$ cat config.mk
export PLATFORM = sky130hd
export DESIGN_NAME = i2c_target_ctrl
export DESIGN_NICKNAME = d
export VERILOG_FILES = /design/src/rtl/i2c_tgt_pkg.sv /design/src/rtl/i2c_tgt_line_sync.sv /design/src/rtl/i2c_tgt_release.sv /design/src/rtl/i2c_tgt_fsm.sv /design/src/rtl/i2c_target_ctrl.sv
export SDC_FILE = /design/constraint.sdc
export NUM_CORES = 1
export LEC_CHECK = 0
export BUFFER_PORTS_ARGS = -buffer_cell sky130_fd_sc_hd__buf_2
export CAP_MARGIN = 20
export CORE_MARGIN = 8
export CORE_UTILIZATION = 40
export DETAILED_ROUTE_END_ITERATION = 6
export PLACE_DENSITY = 0.57
export SLEW_MARGIN = 5
export SYNTH_ARGS = -nofsm -noshare
export SYNTH_HDL_FRONTEND = slang
export SYNTH_SLANG_ARGS = --single-unit
export TNS_END_PERCENT = 30
$ cat constraint.sdc
create_clock -name clk -period 3.6 [get_ports clk]
set_input_delay 0.72 -clock clk [delete_from_list [all_inputs] [get_ports clk]]
set_output_delay 0.72 -clock clk [all_outputs]
set_load 0.01 [all_outputs]
$ cat src/rtl/i2c_tgt_pkg.sv
`timescale 1ns/1ps
package i2c_tgt_pkg;
    localparam int BYTE_W = 8;
    localparam int ADDR_W = 7;
    localparam int CNT_W  = $clog2(BYTE_W);

    typedef enum logic [2:0] {
        ST_IDLE,
        ST_ADDR,
        ST_ADDR_ACK,
        ST_RX,
        ST_RX_ACK,
        ST_TX,
        ST_TX_ACK,
        ST_SKIP
    } tgt_state_e;
endpackage

$ cat src/rtl/i2c_tgt_line_sync.sv
`timescale 1ns/1ps
module i2c_tgt_line_sync #(
    parameter int STAGES = 2
) (
    input  logic clk,
    input  logic rst_n,
    input  logic scl_line,
    input  logic sda_line,
    output logic sda_s,
    output logic scl_rise,
    output logic scl_fall,
    output logic start_det,
    output logic stop_det
);
    logic [1:0] raw;
    logic [1:0] lvl;
    logic [1:0] prev;

    assign raw = {scl_line, sda_line};

    // one synchroniser chain per line; idle level of both lines is high
    for (genvar g = 0; g < 2; g++) begin : g_line
        logic [STAGES-1:0] chain;
        always_ff @(posedge clk or negedge rst_n) begin
            if (!rst_n) chain <= '1;
            else        chain <= {chain[STAGES-2:0], raw[g]};
        end
        assign lvl[g] = chain[STAGES-1];
    end

    always_ff @(posedge clk or negedge rst_n) begin
        if (!rst_n) prev <= '1;
        else        prev <= lvl;
    end

    assign sda_s     = lvl[0];
    assign scl_rise  = lvl[1] & ~prev[1];
    assign scl_fall  = ~lvl[1] & prev[1];
    assign start_det = lvl[1] & prev[1] & prev[0] & ~lvl[0];
    assign stop_det  = lvl[1] & prev[1] & ~prev[0] & lvl[0];
endmodule

$ cat src/rtl/i2c_tgt_release.sv
`timescale 1ns/1ps
module i2c_tgt_release #(
    parameter int DELAY = 4
) (
    input  logic clk,
    input  logic rst_n,
    input  logic irq,
    input  logic sw_set,
    output logic rel_flag,
    output logic scl_hold
);
    localparam int DW = $clog2(DELAY + 1);

    logic [DW-1:0] cnt;

    always_ff @(posedge clk or negedge rst_n) begin
        if (!rst_n) begin
            rel_flag <= 1'b1;
            cnt      <= '0;
        end else if (irq) begin
            rel_flag <= 1'b0;
            cnt      <= '0;
        end else if (sw_set && !rel_flag) begin
            rel_flag <= 1'b1;
            cnt      <= DW'(DELAY);
        end else if (cnt != '0) begin
            cnt <= cnt - 1'b1;
        end
    end

    assign scl_hold = !rel_flag || (cnt != '0);

    AST_IRQ_CLEARS_FLAG: assert property (@(posedge clk) disable iff (!rst_n)
        irq |=> !rel_flag);
    AST_NO_SELF_RELEASE: assert property (@(posedge clk) disable iff (!rst_n)
        (!rel_flag && !sw_set) |=> !rel_flag);
    AST_DELAY_HOLDS: assert property (@(posedge clk) disable iff (!rst_n)
        $rose(rel_flag) |-> scl_hold);
endmodule

$ cat src/rtl/i2c_tgt_fsm.sv
`timescale 1ns/1ps
module i2c_tgt_fsm
    import i2c_tgt_pkg::*;
(
    input  logic              clk,
    input  logic              rst_n,
    input  logic              sda_s,
    input  logic              scl_rise,
    input  logic              scl_fall,
    input  logic              start_det,
    input  logic              stop_det,
    input  logic [ADDR_W-1:0] own_addr,
    input  logic              dat_we,
    input  logic [BYTE_W-1:0] dat_wdata,
    output logic              sda_low,
    output logic              irq,
    output logic              bus_busy,
    output logic              gc_hit,
    output logic              rd_dir,
    output logic [BYTE_W-1:0] data_q
);
    localparam logic [CNT_W-1:0] LAST = CNT_W'(BYTE_W - 1);

    tgt_state_e        state, state_n;
    logic [CNT_W-1:0]  cnt;
    logic [BYTE_W-1:0] shreg;
    logic              full;
    logic              ack_seen;
    logic              addr_hit;

    assign addr_hit = (shreg[BYTE_W-1:1] == own_addr) || (shreg == '0);

    // next-state
    always_comb begin
        state_n = state;
        if (stop_det) begin
            state_n = ST_IDLE;
        end else if (start_det) begin
            state_n = ST_ADDR;
        end else begin
            unique case (state)
                ST_IDLE:     state_n = ST_IDLE;
                ST_ADDR:     if (scl_fall && full) state_n = addr_hit ? ST_ADDR_ACK : ST_SKIP;
                ST_ADDR_ACK: if (scl_fall) state_n = rd_dir ? ST_TX : ST_RX;
                ST_RX:       if (scl_fall && full) state_n = ST_RX_ACK;
                ST_RX_ACK:   if (scl_fall) state_n = ST_RX;
                ST_TX:       if (scl_fall && cnt == LAST) state_n = ST_TX_ACK;
                ST_TX_ACK:   if (scl_fall) state_n = ack_seen ? ST_TX : ST_SKIP;
                ST_SKIP:     state_n = ST_SKIP;
                default:     state_n = ST_IDLE;
            endcase
        end
    end

    // state register and byte datapath
    always_ff @(posedge clk or negedge rst_n) begin
        if (!rst_n) begin
            state    <= ST_IDLE;
            cnt      <= '0;
            shreg    <= '0;
            full     <= 1'b0;
            ack_seen <= 1'b0;
            bus_busy <= 1'b0;
            gc_hit   <= 1'b0;
            rd_dir   <= 1'b0;
            data_q   <= '0;
        end else begin
            state <= state_n;
            if (start_det)     bus_busy <= 1'b1;
            else if (stop_det) bus_busy <= 1'b0;
            if (dat_we) data_q <= dat_wdata;
            if (start_det || stop_det) begin
                cnt  <= '0;
                full <= 1'b0;
                if (start_det) gc_hit <= 1'b0;
            end else begin
                unique case (state)
                    ST_ADDR, ST_RX: begin
                        if (scl_rise) begin
                            shreg <= {shreg[BYTE_W-2:0], sda_s};
                            cnt   <= cnt + 1'b1;
                            if (cnt == LAST) full <= 1'b1;
                        end else if (scl_fall && full) begin
                            full <= 1'b0;
                            cnt  <= '0;
                            if (state == ST_ADDR && addr_hit) begin
                                gc_hit <= (shreg == '0);
                                rd_dir <= shreg[0];
                            end
                        end
                    end
                    ST_RX_ACK: if (scl_fall) data_q <= shreg;
                    ST_TX:     if (scl_fall) cnt <= (cnt == LAST) ? '0 : cnt + 1'b1;
                    ST_TX_ACK: if (scl_rise) ack_seen <= !sda_s;
                    default: ;
                endcase
            end
        end
    end

    // outputs
    always_comb begin
        sda_low = 1'b0;
        irq     = 1'b0;
        unique case (state)
            ST_ADDR_ACK, ST_RX_ACK: begin
                sda_low = 1'b1;
                irq     = scl_fall;
            end
            ST_TX:     sda_low = !data_q[LAST - cnt];
            ST_TX_ACK: irq = scl_fall && ack_seen;
            default: ;
        endcase
    end

    AST_SKIP_SILENT: assert property (@(posedge clk) disable iff (!rst_n)
        (state == ST_SKIP) |=> (state == ST_SKIP) || $past(start_det) || $past(stop_det));
endmodule

$ cat src/rtl/i2c_target_ctrl.sv
`timescale 1ns/1ps
module i2c_target_ctrl
    import i2c_tgt_pkg::*;
#(
    parameter int SYNC_STAGES = 2,
    parameter int REL_DELAY   = 4
) (
    input  logic              clk,
    input  logic              rst_n,
    input  logic              scl_i,
    input  logic              sda_i,
    output logic              scl_pull_low,
    output logic              sda_pull_low,
    input  logic [ADDR_W-1:0] own_addr,
    input  logic              reg_sel,
    input  logic              reg_wr,
    input  logic              reg_rd,
    input  logic [BYTE_W-1:0] reg_wdata,
    output logic [BYTE_W-1:0] reg_rdata,
    output logic              irq,
    output logic              bus_busy
);
    logic              sda_s, scl_rise, scl_fall, start_det, stop_det;
    logic              rel_flag, gc_hit, rd_dir, sw_set, dat_we;
    logic [BYTE_W-1:0] data_q;

    assign dat_we = reg_wr && !reg_sel;
    assign sw_set = (!reg_sel && (reg_wr || reg_rd)) || (reg_sel && reg_wr && reg_wdata[0]);

    i2c_tgt_line_sync #(.STAGES(SYNC_STAGES)) u_sync (
        .clk(clk), .rst_n(rst_n), .scl_line(scl_i), .sda_line(sda_i),
        .sda_s(sda_s), .scl_rise(scl_rise), .scl_fall(scl_fall),
        .start_det(start_det), .stop_det(stop_det)
    );

    i2c_tgt_fsm u_fsm (
        .clk(clk), .rst_n(rst_n), .sda_s(sda_s), .scl_rise(scl_rise),
        .scl_fall(scl_fall), .start_det(start_det), .stop_det(stop_det),
        .own_addr(own_addr), .dat_we(dat_we), .dat_wdata(reg_wdata),
        .sda_low(sda_pull_low), .irq(irq), .bus_busy(bus_busy),
        .gc_hit(gc_hit), .rd_dir(rd_dir), .data_q(data_q)
    );

    i2c_tgt_release #(.DELAY(REL_DELAY)) u_rel (
        .clk(clk), .rst_n(rst_n), .irq(irq), .sw_set(sw_set),
        .rel_flag(rel_flag), .scl_hold(scl_pull_low)
    );

    assign reg_rdata = reg_sel ? {4'b0, rd_dir, gc_hit, bus_busy, rel_flag} : data_q;

    AST_BUSY_ON_START: assert property (@(posedge clk) disable iff (!rst_n)
        start_det |=> bus_busy);
    AST_FREE_ON_STOP: assert property (@(posedge clk) disable iff (!rst_n)
        stop_det |=> !bus_busy);
    AST_IRQ_AT_FALL: assert property (@(posedge clk) disable iff (!rst_n)
        irq |-> scl_fall);
endmodule

==> flow_summary_export.csv <==
group,metric,value,unit
setup_path,start_kind,"flip-flop",
sta,slew_headroom,45.0,%
floorplan,start_util,41.5,%
finish,multi_input_area,1120,sq um
routing,antenna_left,0,
global_route,groute.usage.overall,13.6,%
global_route,grtUsageMet3,3.71,%
global_route,use_met2,20.4,%
routing,drc,0,
synth,synthArstFlopShare,100,%
placement,placedCellCount,300,
cts,cts_tree,"done",
setup_path,critPathKind,"reg -> out",
placement,dpl_cell_area,2320,sq um
cts,cts-resized-gates,0,
floorplan,core,5110,sq um
hold_path,holdCritPathClass,"reg -> reg",
finish,regArea,935,sq um
synth,synth-edff-count,0,
global_route,grt_pass1_wl,8.16,mm
placement,io_buffer_count,33,
global_route,grt_use_met1,18.6,%
synth,ys.flop_type,"dfrtp_1",
finish,nNetsFinal,263,
cts,clock-root-buffer,"clkbuf_8",
sta,finalCritPeriodShare,69.3,%
synth,seq_area_frac_synth,44.1,%
setup_path,crit_path_max_fanout,14,
floorplan,num_rows,26,
global_route,antenna_found_initial,0,
cts,cts_max_level,2,
sta,slew_viol_final,0,
cts,cts_buffer_depth,2,
global_route,grt-busiest-layer,"met2",
cts,cts_hold_buf,0,
power_and_ir_drop,p_leak,1.08,nW
routing,drt_iter0_drc,108,
sta,rsz0062_at_grt,"false",
cts,clkTransAtPathRegs,0.07,ns
sta,tightestPinTransition,0.825,ns
floorplan,die_x,88.8,um
sta,setup_tns,0,ns
synth,syn_area_per_cell,10.3,sq um
finish,fill_cells,515,
global_route,grt_max_degree,38,
finish,design_area,2440,sq um
synth,synth.net_count,232,
sta,hold_violations,0,
cts,clock-sinks,37,
placement,place_congestion,0.888,
finish,drive_gt1_share,27.3,%
routing,first_pass_iters,4,
sta,fin_ws,1.11,ns
sta,fin_skew,0.00462,ns
setup_path,critPathCaptureType,"primary output",
routing,via_per_inst,5.26,
finish,antenna_cells,0,
routing,routed_wl,4.88,mm
run_status,status,"finished clean",
synth,synthesis.instances,206,
cts,post_cts_buffers,0,
power_and_ir_drop,p_per_area,700,nW/um^2
finish,final_cell_count_no_fill,308,
sta,setup_viol,0,
job,maxCapViolations,0,
routing,post_drt_wl_per_cell,15.8,um
cts,cts_made_buffers,5,
sta,final.min_clock_period,2.49,ns
floorplan,ios,34,
sta,max_freq,0.401,GHz
setup_path,critPathArrivalTime,1.77,ns
power_and_ir_drop,worst_ir_drop_vdd,0.000279,V
synth,syn-cell-area,2120,sq um
synth,synth_seq_cells,37,
placement,pre_cts_slack,1.43,ns
floorplan,dieArea,7890,sq um
cts,insertion_delay,0.29,ns
finish,layout_common_cells,"buf_2 (33), dfrtp_1 (30), nor2_1 (20)",
placement,dp_hpwl,3.60,mm
finish,layout_commonest_cell,"buf_2",
global_route,grt_pass1_vias,1635,
global_route,grt.overflow.total,0,
synth,synth.distinct_cells,50,
synth,synth_warnings,0,
setup_path,cp.required,2.88,ns
routing,vias,1621,
floorplan,die_y,88.8,um
finish,area_delta_synth_final,15.0,%
==> sequential cells by signal, indices dropped and copies added, names as in the netlist <==
| signal | flops |
|---|---|
| u_fsm.gc_hit | 1 |
| u_fsm.state | 3 |
| u_fsm.ack_seen | 1 |
| u_fsm.cnt | 3 |
| u_fsm.bus_busy | 1 |
| u_fsm.data_q | 8 |
| u_sync.g_line.chain | 4 |
| u_fsm.rd_dir | 1 |
| u_sync.prev | 2 |
| u_fsm.full | 1 |
| u_rel.rel_flag | 1 |
| u_fsm.shreg | 8 |
| u_rel.cnt | 3 |
==> through the flow <==
stage | power, mW | hold slack [ns] | utilization [%]
after global placement | 1.34 | 0.345 | 45.5
after detailed placement | 1.34 | 0.347 | 45.5
after floorplan | 1.18 | 0.345 | -
after CTS | 1.73 | 0.358 | 47.7
final | 1.71 | 0.356 | 47.7
after global routing | 1.86 | 0.360 | 47.7
==> synth_stat cells, types with 2 or more instances <==
| library cell | instances | share of area [%] |
|---|---|---|
| ha_1 | 4 | 2.4 |
| a31oi_1 | 2 | 0.59 |
| nand4_1 | 2 | 0.59 |
| dfrtp_1 | 30 | 35 |
| inv_1 | 3 | 0.53 |
| nand2_1 | 14 | 2.5 |
| mux2_1 | 10 | 5.3 |
| nor4_1 | 3 | 0.89 |
| o21ai_0 | 5 | 1.2 |
| a21oi_1 | 14 | 3.3 |
| mux2_2 | 5 | 2.7 |
| dfstp_2 | 7 | 8.7 |
| buf_2 | 5 | 1.2 |
| mux4_2 | 2 | 2.1 |
| o21ai_1 | 6 | 1.4 |
| nor3_1 | 7 | 1.7 |
| buf_4 | 3 | 1.1 |
| nor2_1 | 20 | 3.5 |
| nand3_1 | 5 | 1.2 |
| xnor2_1 | 8 | 3.3 |
| mux2i_1 | 9 | 4.2 |
| nand3b_1 | 4 | 1.4 |
| nand2b_1 | 4 | 1.2 |
| nor2b_1 | 8 | 2.4 |
==> logic make-up after synthesis <==
kind of cell	synth area share (%)
DFF	44.1
and+or+nand+nor	19.4
AOI/OAI and AO/OA	12.5
muxes	14.3
buffers and inverters	3.13
adders and majority gates	2.83
xor gates and xnor gates	3.72
==> report_power, final <==
part	total (mW)	switching (mW)	internal, mW
sequential	0.723	0.178	0.545
combinational	0.611	0.298	0.312
clock	0.372	0.147	0.226
==> worst max-delay path, stage by stage, from the launching register on <==
cell and delay (ns):
dfrtp_1 0.61, or2_4 0.22, nand2_1 0.11, nor3_1 0.34, buf_2 0.21
==> final timing paths <==
| check | startpoint | to | slack, ns | depth (start not counted) |
|---|---|---|---|---|
| hold / removal | u_sync.g_line[0].chain[0] | u_sync.g_line[0].chain[1] | 0.36 | 0 |
| setup / recovery | u_fsm.state[2] | irq | 1.11 | 4 |
| min in group asynchronous | rst_n | u_fsm.shreg[0] | 0.53 | 1 |
| setup reg to reg | u_fsm.state[2] | u_fsm.data_q[7] | 1.59 | 4 |
| max in group asynchronous | rst_n | u_fsm.state[2] | 2.56 | 1 |
| hold reg to reg | u_sync.g_line[0].chain[0] | u_sync.g_line[0].chain[1] | 0.36 | 0 |
==> routing by layer <==
metal  wire (um)  share of wire, %  up-vias
met3         240               4.9        4
li1            -                 -      805
met5           0                 0        -
met4          49               1.0        0
met1        2300                47      770
met2        2290                47       42
==> final cells by class <==
cell class	instances	area share [%]
inverter	4	0.616
sequential	37	38.3
clock buffer	7	3.54
timing repair buffer	33	6.77
tap	70	3.59
multi-input combinational	156	45.9
clock inverter	1	1.23
Note: power is estimated with default switching activity, not from simulation.
